`config.mk`:
```
export PLATFORM = sky130hd
export DESIGN_NAME = wf_issue_scoreboard
export DESIGN_NICKNAME = d
export VERILOG_FILES = /design/src/rtl/wf_issue_pkg.sv /design/src/rtl/wf_ready_eval.sv /design/src/rtl/wf_res_map.sv /design/src/rtl/wf_stall_tally.sv /design/src/rtl/wf_issue_scoreboard.sv
export SDC_FILE = /design/constraint.sdc
export NUM_CORES = 1
export LEC_CHECK = 0
export ABC_AREA = 1
export BUFFER_PORTS_ARGS = -buffer_cell sky130_fd_sc_hd__buf_2
export CAP_MARGIN = 10
export CORE_AREA = 10 10 345 347
export CTS_CLUSTER_SIZE = 14
export DETAILED_ROUTE_END_ITERATION = 6
export DIE_AREA = 0 0 355 357
export GPL_TIMING_DRIVEN = 0
export PLACE_DENSITY = 0.54
export SETUP_SLACK_MARGIN = 0.4
export SYNTH_ARGS = -nofsm -noshare
export SYNTH_HDL_FRONTEND = slang
export SYNTH_SLANG_ARGS = --single-unit
```
`constraint.sdc`:
```
create_clock -name clk -period 28 [get_ports clk]
set_input_delay 2.8 -clock clk [delete_from_list [all_inputs] [get_ports clk]]
set_output_delay 2.8 -clock clk [all_outputs]
set_load 0.02 [all_outputs]
```
`src/rtl/wf_issue_pkg.sv`:
```
package wf_issue_pkg;

  typedef enum logic [2:0] {
    RSN_READY   = 3'd0,
    RSN_STOP    = 3'd1,
    RSN_EMPTY   = 3'd2,
    RSN_WAIT    = 3'd3,
    RSN_SLEEP   = 3'd4,
    RSN_BARRIER = 3'd5,
    RSN_VBUSY   = 3'd6,
    RSN_SBUSY   = 3'd7
  } reason_e;

  typedef enum logic [2:0] {
    ST_RUN       = 3'd0,
    ST_WAITCNT   = 3'd1,
    ST_SLEEP     = 3'd2,
    ST_BARRIER   = 3'd3,
    ST_STOPPED   = 3'd4,
    ST_RETURNING = 3'd5,
    ST_STALLED   = 3'd6,
    ST_RSVD      = 3'd7
  } wf_state_e;

  localparam logic [3:0] IC_ALU     = 4'd0;
  localparam logic [3:0] IC_BARRIER = 4'd5;
  localparam logic [3:0] IC_ENDPGM  = 4'd4;
  localparam logic [3:0] IC_FLAT    = 4'd6;
  localparam logic [3:0] IC_LOCAL   = 4'd7;
  localparam logic [3:0] IC_GLOBAL  = 4'd8;

  localparam int NUM_REASONS = 8;
  localparam int RES_EXTRA   = 4;

endpackage

```
`src/rtl/wf_ready_eval.sv`:
```
module wf_ready_eval
  import wf_issue_pkg::*;
#(
  parameter int SEQ_W = 8
) (
  input  logic [2:0]       state,
  input  logic             cnt_met,
  input  logic             cnt_zero,
  input  logic             sleep_done,
  input  logic             bar_done,
  input  logic             buf_empty,
  input  logic             next_vld,
  input  logic [SEQ_W-1:0] oldest_seq,
  input  logic [SEQ_W-1:0] next_seq,
  input  logic [3:0]       iclass,
  input  logic             is_scalar,
  input  logic             vopnd_rdy,
  input  logic             sopnd_rdy,
  output logic [2:0]       reason,
  output logic             bar_hit,
  output logic             wait0
);

  always_comb begin
    reason  = RSN_READY;
    bar_hit = 1'b0;
    wait0   = 1'b0;
    if (state == ST_WAITCNT && !cnt_met) begin
      reason = RSN_WAIT;
    end else if (state == ST_SLEEP && !sleep_done) begin
      reason = RSN_SLEEP;
    end else if (state == ST_BARRIER && !bar_done) begin
      reason = RSN_BARRIER;
    end else begin
      bar_hit = (state == ST_BARRIER);
      if (state >= ST_STOPPED) begin
        reason = RSN_STOP;
      end else if (buf_empty || !next_vld) begin
        reason = RSN_EMPTY;
      end else if (!is_scalar && !vopnd_rdy) begin
        reason = RSN_VBUSY;
      end else if (!sopnd_rdy) begin
        reason = RSN_SBUSY;
      end else if (iclass == IC_ENDPGM) begin
        if (oldest_seq != next_seq) begin
          reason = RSN_WAIT;
        end else begin
          wait0 = 1'b1;
          if (!cnt_zero) reason = RSN_WAIT;
        end
      end
    end
  end

endmodule

```
`src/rtl/wf_res_map.sv`:
```
module wf_res_map
  import wf_issue_pkg::*;
#(
  parameter int NUM_SIMD = 4,
  parameter int SIMD_IDX = 0,
  parameter int RES_W    = 3
) (
  input  logic [3:0]       iclass,
  input  logic             is_scalar,
  output logic [RES_W-1:0] res_idx,
  output logic             map_ok
);

  localparam logic [RES_W-1:0] R_HOME = RES_W'(SIMD_IDX);
  localparam logic [RES_W-1:0] R_SALU = RES_W'(NUM_SIMD);
  localparam logic [RES_W-1:0] R_GMEM = RES_W'(NUM_SIMD + 1);
  localparam logic [RES_W-1:0] R_LMEM = RES_W'(NUM_SIMD + 2);
  localparam logic [RES_W-1:0] R_SMEM = RES_W'(NUM_SIMD + 3);

  always_comb begin
    res_idx = '0;
    map_ok  = 1'b1;
    if (iclass == IC_FLAT) begin
      res_idx = R_GMEM;
    end else if (iclass == IC_LOCAL) begin
      res_idx = R_LMEM;
    end else if (iclass == IC_GLOBAL) begin
      res_idx = is_scalar ? R_SMEM : R_GMEM;
    end else if (iclass <= IC_BARRIER) begin
      res_idx = is_scalar ? R_SALU : R_HOME;
    end else begin
      map_ok = 1'b0;
    end
  end

endmodule

```
`src/rtl/wf_stall_tally.sv`:
```
module wf_stall_tally
  import wf_issue_pkg::*;
#(
  parameter int NUM_WF = 16,
  parameter int CNT_W  = 16
) (
  input  logic                          clk,
  input  logic                          rst_n,
  input  logic [NUM_WF*3-1:0]           reasons,
  output logic [NUM_REASONS*CNT_W-1:0]  cnt
);

  localparam int INC_W = $clog2(NUM_WF + 1);
  localparam int SUM_W = CNT_W + INC_W;

  logic [INC_W-1:0] inc [NUM_REASONS];

  always_comb begin
    for (int r = 0; r < NUM_REASONS; r++) begin
      inc[r] = '0;
      for (int w = 0; w < NUM_WF; w++) begin
        if (reasons[w*3 +: 3] == 3'(r)) inc[r] = inc[r] + INC_W'(1);
      end
    end
  end

  for (genvar r = 0; r < NUM_REASONS; r++) begin : g_cnt
    logic [CNT_W-1:0] c_q;
    logic [SUM_W-1:0] sum;
    assign sum = SUM_W'(c_q) + SUM_W'(inc[r]);
    always_ff @(posedge clk) begin
      if (!rst_n)                                c_q <= '0;
      else if (sum > SUM_W'({CNT_W{1'b1}}))      c_q <= '1;
      else                                       c_q <= sum[CNT_W-1:0];
    end
    assign cnt[r*CNT_W +: CNT_W] = c_q;
  end

endmodule

```
`src/rtl/wf_issue_scoreboard.sv`:
```
module wf_issue_scoreboard
  import wf_issue_pkg::*;
#(
  parameter int NUM_SIMD = 4,
  parameter int WF_SLOTS = 4,
  parameter int SEQ_W    = 8,
  parameter int BAR_W    = 4,
  parameter int CNT_W    = 16,
  localparam int NUM_WF  = NUM_SIMD * WF_SLOTS,
  localparam int NUM_RES = NUM_SIMD + RES_EXTRA,
  localparam int NUM_BAR = 1 << BAR_W
) (
  input  logic                         clk,
  input  logic                         rst_n,
  input  logic [NUM_WF*3-1:0]          wf_state,
  input  logic [NUM_WF-1:0]            wf_cnt_met,
  input  logic [NUM_WF-1:0]            wf_cnt_zero,
  input  logic [NUM_WF-1:0]            wf_sleep_done,
  input  logic [NUM_WF-1:0]            wf_bar_done,
  input  logic [NUM_WF*BAR_W-1:0]      wf_bar_id,
  input  logic [NUM_WF-1:0]            wf_buf_empty,
  input  logic [NUM_WF-1:0]            wf_next_vld,
  input  logic [NUM_WF*SEQ_W-1:0]      wf_oldest_seq,
  input  logic [NUM_WF*SEQ_W-1:0]      wf_next_seq,
  input  logic [NUM_WF*4-1:0]          wf_iclass,
  input  logic [NUM_WF-1:0]            wf_scalar,
  input  logic [NUM_WF-1:0]            wf_vopnd_rdy,
  input  logic [NUM_WF-1:0]            wf_sopnd_rdy,
  output logic [NUM_RES*NUM_WF-1:0]    ready_list,
  output logic [NUM_WF*3-1:0]          wf_reason,
  output logic [NUM_WF-1:0]            wait0_set,
  output logic [NUM_BAR-1:0]           bar_release,
  output logic                         class_err,
  output logic [NUM_REASONS*CNT_W-1:0] stall_cnt
);

  localparam int RES_W = $clog2(NUM_RES);

  logic [2:0]       rsn   [NUM_WF];
  logic [RES_W-1:0] ridx  [NUM_WF];
  logic [NUM_WF-1:0] map_ok, bar_hit, w0;
  logic [NUM_WF*3-1:0] rsn_flat;

  for (genvar w = 0; w < NUM_WF; w++) begin : g_wf
    localparam int SIMD = w / WF_SLOTS;

    wf_ready_eval #(.SEQ_W(SEQ_W)) u_eval (
      .state      (wf_state[w*3 +: 3]),
      .cnt_met    (wf_cnt_met[w]),
      .cnt_zero   (wf_cnt_zero[w]),
      .sleep_done (wf_sleep_done[w]),
      .bar_done   (wf_bar_done[w]),
      .buf_empty  (wf_buf_empty[w]),
      .next_vld   (wf_next_vld[w]),
      .oldest_seq (wf_oldest_seq[w*SEQ_W +: SEQ_W]),
      .next_seq   (wf_next_seq[w*SEQ_W +: SEQ_W]),
      .iclass     (wf_iclass[w*4 +: 4]),
      .is_scalar  (wf_scalar[w]),
      .vopnd_rdy  (wf_vopnd_rdy[w]),
      .sopnd_rdy  (wf_sopnd_rdy[w]),
      .reason     (rsn[w]),
      .bar_hit    (bar_hit[w]),
      .wait0      (w0[w])
    );

    wf_res_map #(.NUM_SIMD(NUM_SIMD), .SIMD_IDX(SIMD), .RES_W(RES_W)) u_map (
      .iclass    (wf_iclass[w*4 +: 4]),
      .is_scalar (wf_scalar[w]),
      .res_idx   (ridx[w]),
      .map_ok    (map_ok[w])
    );

    assign rsn_flat[w*3 +: 3] = rsn[w];
  end

  logic [NUM_RES*NUM_WF-1:0] list_nxt;
  logic [NUM_BAR-1:0]        bar_nxt;
  logic                      err_nxt;

  always_comb begin
    list_nxt = '0;
    bar_nxt  = '0;
    err_nxt  = 1'b0;
    for (int w = 0; w < NUM_WF; w++) begin
      if (rsn[w] == RSN_READY) begin
        if (map_ok[w]) list_nxt[int'(ridx[w]) * NUM_WF + w] = 1'b1;
        else           err_nxt = 1'b1;
      end
      if (bar_hit[w]) bar_nxt[wf_bar_id[w*BAR_W +: BAR_W]] = 1'b1;
    end
  end

  always_ff @(posedge clk) begin
    if (!rst_n) begin
      ready_list  <= '0;
      wf_reason   <= '0;
      wait0_set   <= '0;
      bar_release <= '0;
      class_err   <= 1'b0;
    end else begin
      ready_list  <= list_nxt;
      wf_reason   <= rsn_flat;
      wait0_set   <= w0;
      bar_release <= bar_nxt;
      class_err   <= err_nxt;
    end
  end

  wf_stall_tally #(.NUM_WF(NUM_WF), .CNT_W(CNT_W)) u_tally (
    .clk     (clk),
    .rst_n   (rst_n),
    .reasons (rsn_flat),
    .cnt     (stall_cnt)
  );

endmodule

```
---- Yosys cells after proc, flatten, opt, wreduce, memory -nomap -nowiden ----
Cells that the tools add are included.
storage, ports and cells
  bits in registers ....................... 337
  output and inout port bits .............. 337
operators by class
  add/subtract/negate cells ............... 143
  order comparisons ....................... 104
  equality and inequality tests ........... 240
  muxes and demuxes ....................... 664
  bitwise gates (word level) .............. 63
  reduce and logical (&&, ||, !) cells .... 240
operators with widths
  kind                                                             count
  2-to-1 mux 128 bit                                               31
  bitwise OR 128 bit                                               15
  2-to-1 mux 3 bit                                                 224
  2-to-1 mux 5 bit                                                 120
  adder 5 x 1 -> 5 bit, second input constant                      112
  2-to-1 mux 16 bit                                                24
  bitwise OR 16 bit                                                15
  2-to-1 mux 1 bit                                                 200
  equality test 3 x 2 -> 1 bit, second input constant              64
  equality test 3 bit, second input constant                       64
  equality test 4 x 3 -> 1 bit, second input constant              48
  greater-than comparator 21 x 16 -> 1 bit, second input constant  8
  OR reduction 9 bit                                               16
  adder 16 x 5 -> 17 bit                                           8
  != test 8 bit                                                    16
  >= comparator 8 x 1 -> 1 bit, second input constant              15
  less-than comparator 8 bit, second input constant                15
  2-to-1 mux 113 bit                                               1
  demux 1 bit (select 7 bit)                                       15
  equality test 3 x 1 -> 1 bit, second input constant              32
  logical AND 1 bit                                                96
  zero test 1 bit                                                  96
  less-than comparator 4 x 5 -> 1 bit, second input constant       16
  adder 7 x 4 -> 8 bit, second input constant                      8
  other kinds (16)                                                 195

---- Logic depth before layout (Yosys ltp) ----
Gate-level depths: netlist of run 1.
  word-level depth ........................ 57
  gate-level depth with buffers ........... 83
  depth with buffers taken out ............ 82

---- Cells and area by module ----
A second synthesis of run 1 with hierarchy kept.
unflattened totals
  cells, all modules ...................... 7040
  area, all modules ....................... 38752.2 um^2
by module, submodules not included
  module                           instances  cells an instance  area each (um^2)  seq. area each (um^2)
  wf_stall_tally                   1          4247               23289.8           2562.5
  wf_issue_scoreboard              1          1489               9301.4            4184.0
  wf_ready_eval                    16         64                 305.3             0.0
  wf_res_map (g_wf[12].u_map ...)  4          18                 85.1              0.0
  wf_res_map (g_wf[4].u_map ...)   4          20                 80.1              0.0
  wf_res_map (g_wf[0].u_map ...)   4          16                 78.8              0.0
  wf_res_map (g_wf[10].u_map ...)  4          16                 75.1              0.0

---- Least setup slack after synthesis of run 1 ----
Ideal clock, no wire load.
  kind .................................... input-to-reg
  from .................................... input port wf_next_seq[1]
  to ...................................... register u_tally.g_cnt[3].c_q[15]
  library setup time ...................... 0.091 ns
  arrival ................................. 13.429 ns
  data required time ...................... 27.909 ns
  path slack .............................. 14.480 ns
  stages .................................. 72
  path buffers ............................ 0
  cells stage by stage .................... or2_2 > a21oi_1 > nand4_1 > nand2_1 > nand3_1 > a21oi_2 > inv_1 > nand2_1 > nor2_1 > ha_1 > nand4_1 > nand2_1 > inv_1 > ha_1 > nand2_1 > nand2_1 > ha_1 > or2_2 > (+36 left out) > ha_1 > or2_2 > o21ai_0 > inv_1 > ha_1 > nand3_1 > nand2_1 > a21oi_1 > o21bai_1 > nand2_1 > nor2_1 > and3_1 > nand2_1 > nor2_1 > nand3_1 > inv_1 > a31oi_1 > a311oi_1
on the way
  cells in the longest elaborated chain, start to end .. 45
ends and longest elaborated chain
  item                                      RTL line                   source
  start, declared                           wf_issue_scoreboard.sv:24  input logic [NUM_WF*SEQ_W-1:0] wf_next_seq,
  != test 8 bit *                           wf_ready_eval.sv:45        if (oldest_seq != next_seq) begin
  2-to-1 mux 3 bit *                        wf_ready_eval.sv:45
  2-to-1 mux 3 bit *                        wf_ready_eval.sv:44        end else if (iclass == IC_ENDPGM) begin
  2-to-1 mux 3 bit *                        wf_ready_eval.sv:42        end else if (!sopnd_rdy) begin
  2-to-1 mux 3 bit *                        wf_ready_eval.sv:40        end else if (!is_scalar && !vopnd_rdy) begin
  2-to-1 mux 3 bit *                        wf_ready_eval.sv:38        end else if (buf_empty || !next_vld) begin
  2-to-1 mux 3 bit *                        wf_ready_eval.sv:36        if (state >= ST_STOPPED) begin
  2-to-1 mux 3 bit *                        wf_ready_eval.sv:32        end else if (state == ST_BARRIER && !bar_done) begin
  (+29 left out)                            --
  2-to-1 mux 5 bit *                        wf_stall_tally.sv:22       if (reasons[w*3 +: 3] == 3'(r)) inc[r] = inc[r] + INC_W'(1);
  adder 5 x 1 -> 5 bit                      wf_stall_tally.sv:22
  2-to-1 mux 5 bit *                        wf_stall_tally.sv:22
  adder 5 x 1 -> 5 bit                      wf_stall_tally.sv:22
  2-to-1 mux 5 bit *                        wf_stall_tally.sv:22
  adder 16 x 5 -> 17 bit *                  wf_stall_tally.sv:30       assign sum = SUM_W'(c_q) + SUM_W'(inc[r]);
  greater-than comparator 21 x 16 -> 1 bit  wf_stall_tally.sv:33       else if (sum > SUM_W'({CNT_W{1'b1}})) c_q <= '1;
  2-to-1 mux 16 bit *                       wf_stall_tally.sv:33
  end signal, assigned                      wf_stall_tally.sv:34       else c_q <= sum[CNT_W-1:0];
  end, declared                             wf_stall_tally.sv:28       logic [CNT_W-1:0] c_q;
Every way passes the cells marked *; elsewhere a longest branch is shown, timed or not.
A chain may end at the register's enable or synchronous reset.

---- Final worst setup path of run 1 ----
  from .................................... input port wf_next_seq[15]
  to ...................................... register u_tally.g_cnt[0].c_q[15]
on the way
  cells in the longest elaborated chain, start to end .. 43
ends and longest elaborated chain
  item                                      RTL line
  != test 8 bit *                           wf_ready_eval.sv:45
  2-to-1 mux 3 bit *                        wf_ready_eval.sv:45
  2-to-1 mux 3 bit *                        wf_ready_eval.sv:44
  2-to-1 mux 3 bit *                        wf_ready_eval.sv:42
  2-to-1 mux 3 bit *                        wf_ready_eval.sv:40
  2-to-1 mux 3 bit *                        wf_ready_eval.sv:38
  2-to-1 mux 3 bit *                        wf_ready_eval.sv:36
  2-to-1 mux 3 bit *                        wf_ready_eval.sv:32
  (+27 left out)                            --
  2-to-1 mux 5 bit *                        wf_stall_tally.sv:22
  adder 5 x 1 -> 5 bit                      wf_stall_tally.sv:22
  2-to-1 mux 5 bit *                        wf_stall_tally.sv:22
  adder 5 x 1 -> 5 bit                      wf_stall_tally.sv:22
  2-to-1 mux 5 bit *                        wf_stall_tally.sv:22
  adder 16 x 5 -> 17 bit *                  wf_stall_tally.sv:30
  greater-than comparator 21 x 16 -> 1 bit  wf_stall_tally.sv:33
  2-to-1 mux 16 bit *                       wf_stall_tally.sv:33
  end signal, assigned                      wf_stall_tally.sv:34
  end, declared                             wf_stall_tally.sv:28
Marks and branches as above.

==> impl_metrics.py, run 1 <==
metrics = {
    "run_status": {
        "run_status": "finished clean",
    },
    "timing": {
        "period_needed_ps": 14640,
        "setup_viol": 0,
        "tightestPinTransition_ps": 1290,
        "whs_ps": 513,
        "slew_violations": 0,
        "slew-limit-headroom": 0.130,
        "skew_ps": 21.8,
        "fmax_ghz": 0.0683,
        "fin_crit_sh": 0.523,
        "fin_tns_setup_ps": 0,
        "hold_viol_final": 0,
        "rsz0062_at_grt": "false",
    },
    "routing": {
        "dr.pass1.iters": 5,
        "vias": 38858,
        "vias_per_cell": 4.75,
        "wire_per_inst_um": 19.7,
        "drtIter0Drc": 2496,
        "drcViolationCount": 0,
        "ant_nets": 0,
        "routed_wl_um": 161000,
    },
    "grt": {
        "grt_pass1_wl_um": 233000,
        "grt_usage": 0.242,
        "antenna_found_initial": 80,
        "grt_overflow": 0,
        "grt_pass1_vias": 37180,
        "grt_max_degree": 14,
    },
    "min_path": {
        "worstHoldStart": "u_tally.g_cnt[7].c_q[14]",
        "worstHoldPathType": "flop to flop",
        "hold-path-endpoint": "u_tally.g_cnt[7].c_q[14]",
        "hold_depth": 2,
    },
    "clocking": {
        "cts_tree": "done",
        "clock_sinks": 337,
        "cts_hold_buf": 0,
        "cts_setup_buffers": 0,
        "cts.htree.levels": 2,
        "clock_latency_ps": 640,
        "cts_buffers": 44,
        "cts-resized-gates": 0,
        "clkTransAtPathRegs_ps": 60,
        "cts_max_path_buffers": 3,
        "cts-root-buf": "clkbuf_16",
    },
    "critical_path": {
        "startpoint_type": "primary input",
        "end_kind": "flop",
        "path_buf_inv": 10,
        "worstReg2RegStart": "u_tally.g_cnt[5].c_q[0]",
        "r2r_cells": 13,
        "startpoint": "wf_next_seq[15]",
        "worst_r2r_endpoint": "u_tally.g_cnt[5].c_q[2]",
        "rrSetupSlack_ps": 24800,
        "crit_cells": 73,
        "cp_common_cell": "nand2_1",
        "slowest_delay_ps": 510,
        "path_max_fanout": 4,
        "path_delay_family": "simple AND/OR/NAND/NOR gates",
        "worstSetupPathType": "primary input to flop",
        "cpMaxStageDelayCell": "a21oi_1",
        "critPathArrivalTime_ps": 15090,
        "crit_required_ps": 28450,
    },
    "logic_synthesis": {
        "yosysSeqAreaShare": 0.206,
        "yosysMostFrequentCell": "nand2_1",
        "async_flop_share": 0,
        "yosys_register_bits": 337,
        "syn_avg_cell_area_um2": 5.84,
        "yosysTopAreaCell": "dfxtp_1",
        "synth_top_area_share": 0.206,
        "ys.flop_type": "dfxtp_1",
        "synth_area_leaders": "dfxtp_1, nand2_1, inv_1",
        "synth_cells": 5613,
        "synth_edf_count": 0,
        "synth_area_mm2": 0.0328,
        "synth.top_cells.by_count": "nand2_1, inv_1, nor2_1",
        "yosysWarnings": 0,
        "synthDistinctLibCells": 72,
    },
    "floorplan": {
        "pin_count": 915,
        "die_h_um": 357,
        "die_w_um": 355,
        "start_util": 0.292,
        "num_rows": 123,
        "die-area_mm2": 0.127,
        "core_area_mm2": 0.112,
    },
    "power_and_ir_drop": {
        "power_density_mw_per_mm2": 46.6,
        "irDropWorstVdd_mv": 0.0419,
        "p_total_mw": 1.91,
        "p_sw_mw": 0.794,
        "switching_share": 0.416,
        "pwr-share-comb": 0.413,
        "internal_power_mw": 1.12,
        "pwr-share-clk": 0.310,
        "leakage_nw": 22.7,
        "pwr-share-seq": 0.277,
    },
    "flow_run": {
        "drv_cap": 0,
    },
    "placement": {
        "portBuffers": 904,
        "place.gp.congestion": 0.995,
        "hpwl_um": 142000,
    },
    "finish": {
        "area_growth_pct": 25.1,
        "drive_gt1_frac": 0.188,
        "fin_nets": 7360,
    },
}
[flip-flops by register name, summed over array words and instances, names as in the netlist]
signal	cells
bar_release	16
wait0_set	16
u_tally.g_cnt.c_q	128
class_err	1
wf_reason	48
ready_list	128
[per-stage QoR]
step / area (um^2) / util / worst slack, ps / cells
2_1_floorplan: 32900 / - / 14480 / 5660
3_3_place_gp: 39300 / 0.351 / 12810 / 8064
3_5_place_dp: 39400 / 0.352 / 12780 / 8070
4_1_cts: 40900 / 0.365 / 13420 / 8150
5_1_grt: 40900 / 0.365 / 12240 / 8156
6_report: 41000 / 0.366 / 13360 / 8177
[cell usage in the layout, fill, tap and decap left out, drive strengths merged, types with 106 or more instances in the layout]
| cell | n |
|---|---|
| dfxtp | 337 |
| o21ai | 146 |
| buf | 921 |
| a21oi | 199 |
| clkbuf | 106 |
| ha | 158 |
| nand2 | 1476 |
| nor2 | 644 |
| nor3 | 177 |
| inv | 1172 |
| nand3 | 501 |
| xor2 | 121 |
[worst max-delay path by stage]
stage	endpoint	slack [ps]
floorplan	u_tally.g_cnt[3].c_q[15]	14480
global placement	u_tally.g_cnt[0].c_q[15]	12810
detailed placement	u_tally.g_cnt[0].c_q[15]	12780
CTS	u_tally.g_cnt[0].c_q[15]	13420
global route	u_tally.g_cnt[0].c_q[15]	12240
finish	u_tally.g_cnt[0].c_q[15]	13360
[logic make-up after synthesis]
kind of cell	count (synthesis)	share of synthesized area
flip-flops	337	0.206
XOR/XNOR	207	0.0567
adder cells (fa/ha/maj)	166	0.0652
other	1	0.000114
buffers and inverters	1236	0.145
AO/OA/AOI/OAI	584	0.107
AND/OR/NAND/NOR	3082	0.420
[worst min-delay path, delay by kind of cell, from the launching register on]
family / cells / cell delay [ps]
flip-flops: 1 / 350
AO/OA/AOI/OAI: 1 / 50
AND/OR/NAND/NOR: 1 / 70
[per-layer routing]
layer  wire (um)  track usage  up-vias  share of wire
met2       76300        0.432     1244           0.47
met4        5810       0.0730       38          0.036
met3       12100       0.0572      285          0.075
met5         303            0        -         0.0019
met1       66200        0.285    17450           0.41
li1            -            -    19841              -
[power by group through the flow]
stage | Combinational [mW] | Clock (mW) | Sequential (mW)
2_1_floorplan | 0.503 | 0 | 0.570
5_1_grt | 0.908 | 0.626 | 0.531
4_1_cts | 0.792 | 0.610 | 0.529
6_report | 0.788 | 0.593 | 0.528
3_3_place_gp | 0.771 | 0 | 0.538
3_5_place_dp | 0.787 | 0 | 0.539
[cell type report]
| class | instances | area [um^2] |
|---|---|---|
| sequential | 337 | 6750 |
| multi-input combinational | 4087 | 21400 |
| fill | 12572 | 71100 |
| inverter | 1175 | 4420 |
| timing repair buffer | 910 | 4600 |
| clock inverter | 22 | 248 |
| buffer | 61 | 348 |
| antenna | 27 | 67.6 |
| tap | 1500 | 1880 |
| clock buffer | 58 | 1230 |
(Power assumes the default switching activity.)
==> run 2: changes to the inputs <==
CORE_AREA = 10 10 349 351   (was 10 10 345 347)
DIE_AREA = 0 0 359 361   (was 0 0 355 357)
PLACE_DENSITY = 0.55   (was 0.54)
clock period = 12.1 ns   (was 28 ns; I/O delays follow)
==> impl_metrics.py, run 2 (synthesized netlist as in run 1, its figures left out) <==
metrics = {
    "grt": {
        "grt_usage": 0.243,
        "grt_max_degree": 14,
        "grt_overflow": 0,
        "grt_pass1_vias": 37671,
        "grt_pass1_wl_um": 239000,
        "antenna_found_initial": 83,
    },
    "routing": {
        "drcViolationCount": 8,
        "vias_per_cell": 4.77,
        "wl_met2_um": 79800,
        "top_layer_used": "met5",
        "dr.pass1.iters": 7,
        "routed_wl_um": 168000,
        "detailroute.wirelength.met3_um": 11700,
        "wire_per_inst_um": 20.2,
        "vias": 39633,
        "ant_nets": 0,
        "met1_length_um": 69000,
        "drtIter0Drc": 2630,
    },
    "clocking": {
        "cts_buffers": 45,
        "cts-root-buf": "clkbuf_16",
        "clkTransAtPathRegs_ps": 60,
        "cts.htree.levels": 2,
        "clock_sinks": 337,
        "cts_hold_buf": 0,
        "clock_latency_ps": 630,
        "cts_max_path_buffers": 3,
        "cts_tree": "done",
    },
    "min_path": {
        "hold_depth": 2,
        "worstHoldPathType": "flop to flop",
        "worstHoldStart": "u_tally.g_cnt[7].c_q[14]",
        "hold-path-endpoint": "u_tally.g_cnt[7].c_q[14]",
    },
    "power_and_ir_drop": {
        "p_total_mw": 4.78,
        "irDropWorstVdd_mv": 0.0924,
        "power_density_mw_per_mm2": 111,
        "leakage_nw": 23.5,
    },
    "critical_path": {
        "slowest_delay_ps": 330,
        "end_kind": "flop",
        "worst_r2r_endpoint": "u_tally.g_cnt[4].c_q[6]",
        "crit_required_ps": 12630,
        "r2r_cells": 15,
        "path_delay_family": "simple AND/OR/NAND/NOR gates",
        "startpoint": "wf_next_seq[8]",
        "startpoint_type": "primary input",
        "cpMaxStageDelayCell": "ha_1",
        "worstSetupPathType": "primary input to flop",
        "worstReg2RegStart": "u_tally.g_cnt[4].c_q[0]",
        "critPathArrivalTime_ps": 11840,
        "rrSetupSlack_ps": 9280,
        "path_max_fanout": 3,
        "path_buf_inv": 12,
        "cp_common_cell": "nand2_2",
    },
    "timing": {
        "slew-limit-headroom": 0.166,
        "fin_crit_sh": 0.935,
        "setup_viol": 0,
        "setup_ws_ps": 784,
        "whs_ps": 507,
        "fmax_ghz": 0.0884,
        "period_needed_ps": 11320,
        "hold_viol_final": 0,
        "tightestPinTransition_ps": 1250,
        "slew_violations": 0,
        "skew_ps": 9.43,
        "rsz0062_at_grt": "false",
    },
    "placement": {
        "dp_slack_ps": -1370,
        "hpwl_um": 145000,
        "place.gp.congestion": 0.978,
        "portBuffers": 904,
    },
    "floorplan": {
        "die_h_um": 361,
        "start_util": 0.285,
        "core_area_mm2": 0.115,
        "pin_count": 915,
        "die-area_mm2": 0.130,
        "die_w_um": 359,
        "num_rows": 125,
    },
    "finish": {
        "nFillCells": 12751,
        "final_util": 0.376,
        "fin_nets": 7467,
        "area_growth_pct": 32.2,
        "most-common-layout-cells": "nand2_1, inv_1, buf_2, nor2_1, nand3_1",
        "drive_gt1_frac": 0.239,
        "final_common_cell": "nand2_1",
        "top_regs": "ready_list x128, u_tally.g_cnt.c_q x128, wf_reason x48",
    },
    "run_status": {
        "run_status": "finished, violations left",
        "violations": "design-rule violations",
    },
    "flow_run": {
        "drv_cap": 0,
    },
}
## run 2: changes by cell type in the layout (fill, tap and decap cells not counted), moves of 14 or more
cell	change
buf_4	+104
nand2_1	-64
nand2_2	+51
o21ai_0	-42
o21ai_2	+35
nor2_1	-31
ha_1	-30
ha_4	+29
nor2_2	+22
nand3_1	-16
nor3_1	-15
inv_1	-14
inv_2	+14
## run 2: power by group
part | leakage, nW | switching [mW] | internal (mW)
Clock | 0.738 | 0.601 | 0.821
Combinational | 20.0 | 1.33 | 0.808
Sequential | 2.75 | 0.0461 | 1.18
## run 2: repair_timing
item,CTS,global route
buffers inserted,56,49
gates resized for setup,116,225
endpoints found under the setup margin,122,128
hold endpoints to repair,0,0
pin swaps,42,109
## run 2: area by class of cell
type / instances / area [um^2] / share of cell area
repair buffers: 1016 / 5380 / 0.124
clock inverters: 23 / 299 / 0.00691
multi-input cells: 4087 / 22800 / 0.527
inverters: 1175 / 4430 / 0.102
well taps: 1524 / 1910 / 0.0440
plain buffers: 61 / 382 / 0.00881
clock buffers: 59 / 1250 / 0.0288
diodes: 34 / 85.1 / 0.00197
flip-flops and latches: 337 / 6750 / 0.156
## run 2: how the worst max path moves through the flow
stage,endpoint,slack (ps),cells past startpoint
floorplan,u_tally.g_cnt[3].c_q[15],400,72
global placement,u_tally.g_cnt[0].c_q[13],-1270,77
detailed placement,u_tally.g_cnt[7].c_q[9],-1370,70
CTS,u_tally.g_cnt[0].c_q[15],390,73
global route,u_tally.g_cnt[3].c_q[15],190,74
finish,u_tally.g_cnt[3].c_q[15],780,76
## run 2: metal layers
layer,GRT usage,vias up
li1,-,20074
met1,0.287,17981
met2,0.425,1266
met3,0.0561,284
met4,0.0895,28
met5,0,-
## run 2: per-stage QoR
stage,instance area [um^2],setup TNS (ps),cells
after detailed placement,39500,-115490,8093
after CTS,41900,0,8231
final,43300,0,8316
after global routing,43200,0,8296
after floorplan,33000,0,5660
after global placement,39400,-95360,8088
## run 2: tightest hold or removal path, stage by stage, from the launching register on
cell	delay (ps)
dfxtp_1	350
a21oi_1	50
nor2_1	70
